File: config.mk
export PLATFORM = sky130hd
export DESIGN_NAME = hport_seq
export DESIGN_NICKNAME = d
export VERILOG_FILES = /design/src/rtl/hsq_pkg.sv /design/src/rtl/hsq_waitctl.sv /design/src/rtl/hsq_half.sv /design/src/rtl/hsq_rdasm.sv /design/src/rtl/hport_seq.sv
export SDC_FILE = /design/constraint.sdc
export NUM_CORES = 1
export LEC_CHECK = 0
export BUFFER_PORTS_ARGS = -buffer_cell sky130_fd_sc_hd__buf_2
export CAP_MARGIN = 15
export CORE_MARGIN = 2
export CORE_UTILIZATION = 50
export CTS_BUF_LIST = sky130_fd_sc_hd__clkbuf_16
export DETAILED_ROUTE_END_ITERATION = 10
export PLACE_DENSITY = 0.9
export SLEW_MARGIN = 20
export SYNTH_ARGS = -nofsm -noshare
export SYNTH_HDL_FRONTEND = slang
export SYNTH_SLANG_ARGS = --single-unit
File: constraint.sdc
create_clock -name clk -period 3.4 [get_ports clk]
set_input_delay 0.34 -clock clk [delete_from_list [all_inputs] [get_ports clk]]
set_output_delay 0.34 -clock clk [all_outputs]
set_load 0.05 [all_outputs]
File: src/rtl/hsq_pkg.sv
package hsq_pkg;

    localparam logic [31:0] PORT_BASE = 32'h8000_0000;
    localparam int          DIR_BIT   = 4;
    localparam int          SEL_LSB   = 2;

    typedef enum logic [1:0] {
        SEL_CTRL = 2'd0,
        SEL_ADDR = 2'd1,
        SEL_DINC = 2'd2,
        SEL_DFIX = 2'd3
    } reg_sel_e;

    typedef enum logic [2:0] {
        ST_IDLE,
        ST_CTRL,
        ST_ADDR,
        ST_WIN,
        ST_DATA,
        ST_ROUT,
        ST_DONE
    } seq_st_e;

    typedef struct packed {
        logic wr;
        logic fixed;
        logic low_first;
    } cmd_mode_t;

    function automatic logic [31:0] port_addr(reg_sel_e sel, logic wr);
        port_addr = PORT_BASE | (32'(wr) << DIR_BIT) | (32'(sel) << SEL_LSB);
    endfunction

endpackage

File: src/rtl/hsq_waitctl.sv
module hsq_waitctl #(
    parameter int TW = 16
) (
    input  logic          clk,
    input  logic          rst,
    input  logic          strobe,
    input  logic          busy,
    input  logic [TW-1:0] limit,
    output logic          acc_done,
    output logic          tmo
);
    logic [TW-1:0] stall_q;

    assign acc_done = strobe && !busy;
    assign tmo      = strobe && busy && (limit != '0) && (stall_q == limit - 1'b1);

    always_ff @(posedge clk) begin
        if (rst) begin
            stall_q <= '0;
        end else if (strobe && busy && !tmo) begin
            stall_q <= stall_q + 1'b1;
        end else begin
            stall_q <= '0;
        end
    end

    assert_stall_bound_R10: assert property (@(posedge clk) disable iff (rst)
        (strobe && busy && limit != '0) |-> (stall_q < limit));

endmodule

File: src/rtl/hsq_half.sv
module hsq_half #(
    parameter int HW = 16
) (
    input  logic [2*HW-1:0] word,
    input  logic            ph,
    input  logic            low_first,
    output logic            hsel,
    output logic [HW-1:0]   half
);
    assign hsel = ph ^ ~low_first;
    assign half = hsel ? word[2*HW-1:HW] : word[HW-1:0];
endmodule

File: src/rtl/hsq_rdasm.sv
module hsq_rdasm #(
    parameter int HW = 16
) (
    input  logic            clk,
    input  logic            rst,
    input  logic            cap,
    input  logic            hsel,
    input  logic [HW-1:0]   din,
    output logic [2*HW-1:0] word
);
    always_ff @(posedge clk) begin
        if (rst) begin
            word <= '0;
        end else if (cap) begin
            if (hsel) word[2*HW-1:HW] <= din;
            else      word[HW-1:0]    <= din;
        end
    end
endmodule

File: src/rtl/hport_seq.sv
module hport_seq
    import hsq_pkg::*;
#(
    parameter int CW = 16,
    parameter int TW = 16,
    parameter int HW = 16
) (
    input  logic          clk,
    input  logic          rst,
    input  logic          cmd_valid,
    output logic          cmd_ready,
    input  logic [31:0]   cmd_addr,
    input  logic [CW-1:0] cmd_count,
    input  logic          cmd_write,
    input  logic          cmd_fixed,
    input  logic          cmd_low_first,
    input  logic [TW-1:0] tmo_limit,
    input  logic          wr_valid,
    output logic          wr_ready,
    input  logic [31:0]   wr_data,
    output logic          rd_valid,
    input  logic          rd_ready,
    output logic [31:0]   rd_data,
    output logic          bus_cs,
    output logic [31:0]   bus_addr,
    output logic [31:0]   bus_wdata,
    input  logic [31:0]   bus_rdata,
    input  logic          port_busy,
    output logic          bus_hsel,
    output logic          done,
    output logic          err
);
    localparam int DW = 2 * HW;

    seq_st_e       st;
    cmd_mode_t     mode;
    logic          ph;
    logic [DW-1:0] word_q;
    logic [31:0]   addr_q;
    logic [CW-1:0] rem_q;
    logic          err_q;
    logic          acc_done;
    logic          tmo;
    logic [HW-1:0] half;
    reg_sel_e      sel;
    logic          dir_wr;

    assign bus_cs = (st == ST_CTRL) || (st == ST_ADDR) || (st == ST_DATA);

    always_comb begin
        sel    = SEL_CTRL;
        dir_wr = 1'b1;
        unique case (st)
            ST_ADDR: sel = SEL_ADDR;
            ST_DATA: begin
                sel    = mode.fixed ? SEL_DFIX : SEL_DINC;
                dir_wr = mode.wr;
            end
            default: sel = SEL_CTRL;
        endcase
    end

    hsq_waitctl #(.TW(TW)) u_wait (
        .clk(clk), .rst(rst), .strobe(bus_cs), .busy(port_busy),
        .limit(tmo_limit), .acc_done(acc_done), .tmo(tmo)
    );

    hsq_half #(.HW(HW)) u_half (
        .word(word_q), .ph(ph), .low_first(mode.low_first),
        .hsel(bus_hsel), .half(half)
    );

    hsq_rdasm #(.HW(HW)) u_rdasm (
        .clk(clk), .rst(rst),
        .cap(acc_done && !tmo && st == ST_DATA && !mode.wr),
        .hsel(bus_hsel), .din(bus_rdata[HW-1:0]), .word(rd_data)
    );

    assign bus_addr  = port_addr(sel, dir_wr);
    assign bus_wdata = (bus_cs && dir_wr) ? 32'(half) : 32'd0;
    assign cmd_ready = (st == ST_IDLE);
    assign wr_ready  = (st == ST_WIN);
    assign rd_valid  = (st == ST_ROUT);
    assign done      = (st == ST_DONE);
    assign err       = err_q;

    always_ff @(posedge clk) begin
        if (rst) begin
            st     <= ST_IDLE;
            mode   <= '0;
            ph     <= 1'b0;
            word_q <= '0;
            addr_q <= '0;
            rem_q  <= '0;
            err_q  <= 1'b0;
        end else begin
            unique case (st)
                ST_IDLE: if (cmd_valid) begin
                    mode   <= '{wr: cmd_write, fixed: cmd_fixed, low_first: cmd_low_first};
                    word_q <= DW'(cmd_low_first);
                    addr_q <= cmd_addr;
                    rem_q  <= cmd_count;
                    err_q  <= 1'b0;
                    ph     <= 1'b0;
                    st     <= ST_CTRL;
                end
                ST_CTRL, ST_ADDR, ST_DATA: begin
                    if (tmo) begin
                        err_q <= 1'b1;
                        ph    <= 1'b0;
                        st    <= ST_IDLE;
                    end else if (acc_done) begin
                        ph <= ~ph;
                        if (ph) begin
                            if (st == ST_CTRL) begin
                                word_q <= DW'(addr_q);
                                st     <= ST_ADDR;
                            end else if (st == ST_ADDR) begin
                                if (rem_q == '0)  st <= ST_DONE;
                                else if (mode.wr) st <= ST_WIN;
                                else              st <= ST_DATA;
                            end else if (!mode.wr) begin
                                st <= ST_ROUT;
                            end else begin
                                rem_q <= rem_q - 1'b1;
                                st    <= (rem_q == CW'(1)) ? ST_DONE : ST_WIN;
                            end
                        end
                    end
                end
                ST_WIN: if (wr_valid) begin
                    word_q <= wr_data;
                    st     <= ST_DATA;
                end
                ST_ROUT: if (rd_ready) begin
                    rem_q <= rem_q - 1'b1;
                    st    <= (rem_q == CW'(1)) ? ST_DONE : ST_DATA;
                end
                default: st <= ST_IDLE;
            endcase
        end
    end

    assert_hold_R7: assert property (@(posedge clk) disable iff (rst)
        (bus_cs && port_busy && !tmo) |=>
            (bus_cs && $stable(bus_addr) && $stable(bus_wdata) && $stable(bus_hsel)));

    assert_half_toggle_R6: assert property (@(posedge clk) disable iff (rst)
        (acc_done && !tmo && !ph) |=> (bus_cs && bus_hsel != $past(bus_hsel)));

    assert_rd_hold_R8: assert property (@(posedge clk) disable iff (rst)
        (rd_valid && !rd_ready) |=> (rd_valid && $stable(rd_data)));

    assert_err_idle_R10: assert property (@(posedge clk) disable iff (rst)
        err |-> (!bus_cs && !done));

    assert_done_pulse_R11: assert property (@(posedge clk) disable iff (rst)
        done |=> !done);

endmodule

==> metrics.txt, run 1 <==
run status completed; Die ar. between 10,000 and 15,000 sq um; die height between 100 and 150 um; Synth area leaders dfxtp_1 40%, nand2_1 11%, a21oi_1 7.2%, buf_4 5.2%, a211oi_1 4.4%; synthesized area 6839 sq um; vias per cell 5.420; combinational fraction of design power 44.7%; P_leak 3.347 nW; final setup fails 0; most instantiated cells after synthesis 203 x nand2_1, 136 x dfxtp_1, 99 x a21oi_1; vias in the first global route 6,078; # rows 42; max cap viols 0; Core Area about 13,000 sq um; setup_tns 0 ns; skew final ~0.0083 ns; pwr dens 875.9 nW/um^2; IO buf count 178; most common cell in the synthesized netlist nand2_1; required time worst endpoint 3.06 ns; Worst Path Class, Setup reg2out; Yosys reg bits 136; syn avg cell area 7.591 sq um; Syn-to-layout area delta 20.98%; CTS tree yes; arrival time at the worst endpoint approximately 2.5 ns; DIE WIDTH 121.0 um; Synth area leader dfxtp_1; starting density of the core 51.44%; unrepaired setup endpoints after global routing false; post-synth top area share 39.81%; residual DRC count 0; final net count 1,195; post-CTS resize count 0; class of the worst hold path in2reg; GRT Util Overall 24.07%; Seq/Total Area, Yosys 39.81%; Num CTS Buffers 17; I/O pin count 240; grt ovf 0; DP HPWL 12,700 um; count of cell types in the netlist 57; first-pass GRT wire length 28,480 um; DR WL/cell 14.34 um; Post-CTS Hold Buffers 0; Int Pwr around 4.0 mW; initial antenna violation count 3; final WL 17,830 um; layout cells sized above 1 ~22%; Final Hold Viols 0; Longest Clk Path Bufs 2; crit path max fanout 16; async set-reset flop share out of synthesis 0%; Final Max Slew Viols 0; P_sw 3.224 mW; post-route ant nets 0; YS warnings 0; CTS H-tree lvls 4; Clock power frac 24.1%; Relative slew margins 47.37%; Syn Inst Count 901; clk slew on worst S/H paths 0.06 ns; Reg power frac 31.2%; time the worst path needs with I/O delays and setup 2.807 ns; Fin Hold WS 0.1578 ns; Worst Setup Start Kind flip-flop; n_diodes 0; clk sinks 136; DR vias slightly below 7,000; worst slew pin tran 0.7894 ns; DRT Pass-1 Iters 5; setup bufs post-CTS 0; Clk Latency, worst-skew pair approximately 0.41 ns; number of synthesized flops with an enable pin 0; fin crit share between 80 and 90%; Detailed Route Iter0 Violations roughly 470; worst vdd ir 0.0004193 V; gp weighted congestion 0.8861; Synth Flop Type dfxtp_1; kind of end point of the critical path output pin; switching share of power 44.48%; largest net degree at the start of global routing 76; Max Clk Rate ~0.36 GHz; Clock Root Buffer clkbuf_16
## final timing paths
path / startpoint / cells after the start / endpoint / slack [ns]
min reg2reg: u_rdasm.word[14] / 2 / u_rdasm.word[14] / 0.45
min: cmd_addr[24] / 3 / addr_q[24] / 0.16
max: st[2] / 5 / bus_wdata[1] / 0.59
max reg2reg: rem_q[0] / 10 / st[2] / 0.66
## sequential cells by signal (all words and copies together), names as in the netlist
name	count
word_q	32
st	3
u_wait.stall_q	16
addr_q	32
mode	3
u_rdasm.word	32
err	1
rem_q	16
ph	1
## power by group through the flow
stage | Combinational [mW] | Sequential [mW] | Clock [mW]
detailed placement | 3.21 | 2.28 | 0
global placement | 3.16 | 2.27 | 0
CTS | 3.23 | 2.25 | 1.77
floorplan | 2.49 | 2.25 | 0
finish | 3.24 | 2.26 | 1.75
global route | 3.59 | 2.31 | 1.86
## metrics by stage
stage / power (mW) / instance area [sq um] / utilization, % / worst slack [ns] / instances
final: 7.248 / 8274 / 62.23 / 0.5934 / 1243
after global routing: 7.757 / 8274 / 62.23 / 0.3978 / 1243
after CTS: 7.256 / 8274 / 62.23 / 0.5857 / 1243
after detailed placement: 5.495 / 7710 / 57.99 / 0.4430 / 1211
after global placement: 5.421 / 7710 / 57.99 / 0.4936 / 1211
after floorplan: 4.738 / 7000 / - / 0.6149 / 944
## layout by cell type (no fill, tap or decap), types with 3 or more instances in the layout
| cell | synthesis | layout |
|---|---|---|
| nand4_1 | 7 | 7 |
| o21a_1 | 3 | 3 |
| inv_1 | 14 | 17 |
| a211oi_1 | 40 | 40 |
| or4_1 | 6 | 6 |
| a31oi_1 | 3 | 3 |
| nor3b_1 | 3 | 3 |
| nand2_1 | 203 | 203 |
| o31ai_1 | 4 | 4 |
| ha_1 | 4 | 4 |
| clkinvlp_4 | 0 | 3 |
| nand2b_1 | 3 | 3 |
| nor3_1 | 20 | 18 |
| nor4_1 | 7 | 7 |
| nor2_1 | 78 | 77 |
| clkbuf_16 | 0 | 17 |
| o21ai_0 | 27 | 27 |
| xnor2_1 | 16 | 16 |
| xor2_1 | 18 | 18 |
| o211ai_1 | 3 | 3 |
| a22oi_1 | 37 | 37 |
| conb_1 | 2 | 45 |
| a221oi_1 | 5 | 5 |
| and3_1 | 5 | 5 |
| or3_1 | 6 | 6 |
| nand3_1 | 12 | 12 |
| buf_4 | 47 | 16 |
| a21oi_1 | 99 | 98 |
| dfxtp_1 | 136 | 136 |
| clkinv_2 | 0 | 3 |
| buf_2 | 1 | 177 |
## worst max-delay path, stage by stage, from the launching register on
cell and delay [ns]:
dfxtp_1 0.64, nand2b_1 0.20, o22ai_4 0.22, nand2_1 0.36
a21oi_1 0.33, buf_2 0.31
## layer usage
metal  routed length (um)  up-vias  global-route usage [%]
li1                     -     3355                       -
met1                 7321     3101                   28.77
met2                 8915      251                   42.13
met3                 1293       26                   6.250
met4                  270        4                   7.413
met5                   27        -                       0
## cells by family after synthesis
kind of cell	after synthesis	synth area share, %
other	2	0.1098
AOI/OAI and AO/OA	235	21.41
xor gates and xnor gates	34	4.354
and+or+nand+nor	371	24.26
adders and majority gates	4	0.7318
buffers and inverters	118	9.184
DFF	136	39.81
muxes	1	0.1464
## final cells by class
type | instances | area, sq um
Clock buffer | 17 | 425.4
Clock inverter | 15 | 138.9
Fill cell | 1165 | 5021
Inverter | 15 | 56.30
Multi-Input combinational cell | 690 | 3685
Sequential cell | 136 | 2723
Tap cell | 176 | 220.2
Timing Repair Buffer | 194 | 1026
No activity file was read; power rests on OpenSTA's default activity.
==> run 2: changes to the inputs <==
==> constraint.sdc (replaced) <==
create_clock -name clk -period 2.8 [get_ports clk]
set_input_delay 0.28 -clock clk [delete_from_list [all_inputs] [get_ports clk]]
set_output_delay 0.28 -clock clk [all_outputs]
set_load 0.05 [all_outputs]
==> run 2 against run 1 <==
Sequential share of layout area decreased by 0.27 points; critical path depth increased by 5; utilization increased by 0.55 points; die area unchanged; critical path type is now reg2reg; largest cell class unchanged; largest power group unchanged.
==> metrics.txt, run 2 (synthesis results as in run 1) <==
run status completed (unchanged); Die ar. 14,630 sq um (unchanged); post-route ant nets 0 (unchanged); IO buf count 178 (unchanged); Max Clk Rate between 0.3 and 0.4 GHz; Post-Place Setup Slack -0.06196 ns (was 0.4430 ns); Worst Path Class, Setup reg2reg (was reg2out); time the worst path needs with I/O delays and setup between 2 and 3 ns; layout cells sized above 1 22.83% (was 21.93%); skew final 0.01066 ns (was 0.008290 ns); max cap viols 0 (unchanged); starting density of the core 51.44% (unchanged); crit path max fanout 5 (was 16); Reg power frac 30.8% (was 31.2%); gp weighted congestion 0.8917 (was 0.8861); Core Area 13,300 sq um (unchanged); vias in the first global route 6,059 (was 6,078); DR vias 6,786 (was 6,737); P_sw 3.968 mW (was 3.224 mW); Final Hold Viols 0 (unchanged); Clock Root Buffer clkbuf_16 (unchanged); GRT Util Overall 24.01% (was 24.07%); final setup fails 0 (unchanged); Largest regs addr_q: 32 flops, u_rdasm.word: 32 flops, word_q: 32 flops (unchanged); Relative slew margins 58.66% (was 47.37%); DR WL/cell 14.36 um (was 14.34 um); residual DRC count 0 (unchanged); Clk Latency, worst-skew pair 0.42 ns (was 0.41 ns); Tot Pwr 8.934 mW (was 7.248 mW); arrival time at the worst endpoint 2.97 ns (was 2.47 ns); first-pass GRT wire length 28,440 um (was 28,480 um); fin crit share 93.77%; worst vdd ir 0.0005652 V (was 0.0004193 V); switching share of power 44.41% (was 44.48%); largest net degree at the start of global routing 80 (was 76); initial antenna violation count 3 (unchanged); unrepaired setup endpoints after global routing true (was false); final net count 1,201 (was 1,195); final WL 17,950 um (was 17,830 um); CTS H-tree lvls 4 (unchanged); # rows 42 (unchanged); CTS tree yes (unchanged); most common cell after layout, fill and taps aside nand2_1 (unchanged); clk sinks 136 (unchanged); P_leak 3.399 nW (was 3.347 nW); Clock power frac 23.9% (was 24.1%); clk slew on worst S/H paths 0.06 ns (about the same); Int Pwr 4.966 mW (was 4.024 mW); vias per cell 5.429 (was 5.420); Num CTS Buffers 17 (unchanged); required time worst endpoint 3.14 ns (was 3.06 ns); Syn-to-layout area delta 22.05% (was 20.98%); worst slew pin tran 0.6186 ns (was 0.7894 ns); DIE WIDTH 121.0 um (unchanged); setup bufs post-CTS 0 (unchanged); combinational fraction of design power 45.4% (was 44.7%); DRT Pass-1 Iters 6 (was 5); grt ovf 0 (unchanged); I/O pin count 240 (unchanged); pwr dens 1070 nW/um^2 (was 875.9 nW/um^2); Worst Setup Start Kind flip-flop (unchanged); class of the worst hold path in2reg (unchanged); Post-CTS Hold Buffers 0 (unchanged); kind of end point of the critical path flip-flop (was output pin); Filler Cell Count 1,158 (was 1,165); Final Max Slew Viols 0 (unchanged); DP HPWL 12,720 um (was 12,700 um); Longest Clk Path Bufs 2 (unchanged); Detailed Route Iter0 Violations 546 (was 471); die height 121.0 um (unchanged); commonest cells after routing, fill and taps aside 203 x nand2_1, 177 x buf_2, 135 x dfxtp_1 (was 203 x nand2_1, 177 x buf_2, 136 x dfxtp_1); final worst-path setup slack 0.1745 ns (was 0.5934 ns)
==> run 2: path summary, 6_finish.rpt <==
kind / from / end / slack (ns) / cells past startpoint
min reg2reg: u_rdasm.word[17] / u_rdasm.word[17] / 0.45 / 2
max: rem_q[0] / st[2] / 0.17 / 10
min: cmd_addr[7] / addr_q[7] / 0.09 / 3
max reg2reg: rem_q[0] / st[2] / 0.17 / 10
==> run 2: critical path, cell delays in order (launching register included) <==
cell	delay, ns
dfxtp_1	0.34
inv_1	0.12
ha_2	0.22
or3b_2	0.51
or4_4	0.57
nor2_2	0.12
nand3_1	0.08
and3_1	0.18
o21bai_1	0.16
nand3_1	0.09
a31oi_1	0.16
==> run 2: layout make-up <==
class,count,area [sq um],share of cell area [%]
multi-input cells,690,3706,44.40
clock inverters,15,137.6,1.649
flip-flops and latches,136,2724,32.63
clock buffers,17,425.4,5.097
diodes,1,2.502,0.02998
well taps,176,220.2,2.638
inverters,15,56.30,0.6746
repair buffers,200,1075,12.88
==> run 2: layer usage <==
metal  global-route usage [%]  vias to the layer above  wire [um]
li1                         -                     3371          -
met1                    29.62                     3108       7597
met2                    41.33                      276       8810
met3                    5.780                       27       1242
met4                    7.267                        4        270
met5                        0                        -         27
==> run 2: power groups by stage <==
stage | combinational [mW] | sequential, mW | clock, mW
5_1_grt | 4.47 | 2.81 | 2.25
3_5_place_dp | 3.95 | 2.77 | 0
4_1_cts | 3.99 | 2.74 | 2.16
3_3_place_gp | 3.86 | 2.75 | 0
2_1_floorplan | 3.02 | 2.73 | 0
6_report | 4.05 | 2.75 | 2.13
==> run 2: what timing repair did <==
action,in CTS,in global routing
resized for setup,1,5
endpoints found under the setup margin,13,18
gates cloned,0,0
==> run 2: stage by stage <==
step | cells | setup TNS [ns] | hold slack (ns) | cell area [sq um] | util, %
final | 1250 | 0 | 0.09406 | 8347 | 62.78
after global routing | 1249 | -0.01236 | 0.09367 | 8344 | 62.76
after CTS | 1249 | 0 | 0.08392 | 8322 | 62.59
after detailed placement | 1217 | -0.8440 | 0.4448 | 7755 | 58.33
after global placement | 1217 | 0 | 0.4384 | 7755 | 58.33
after floorplan | 944 | 0 | 0.4160 | 7000 | -
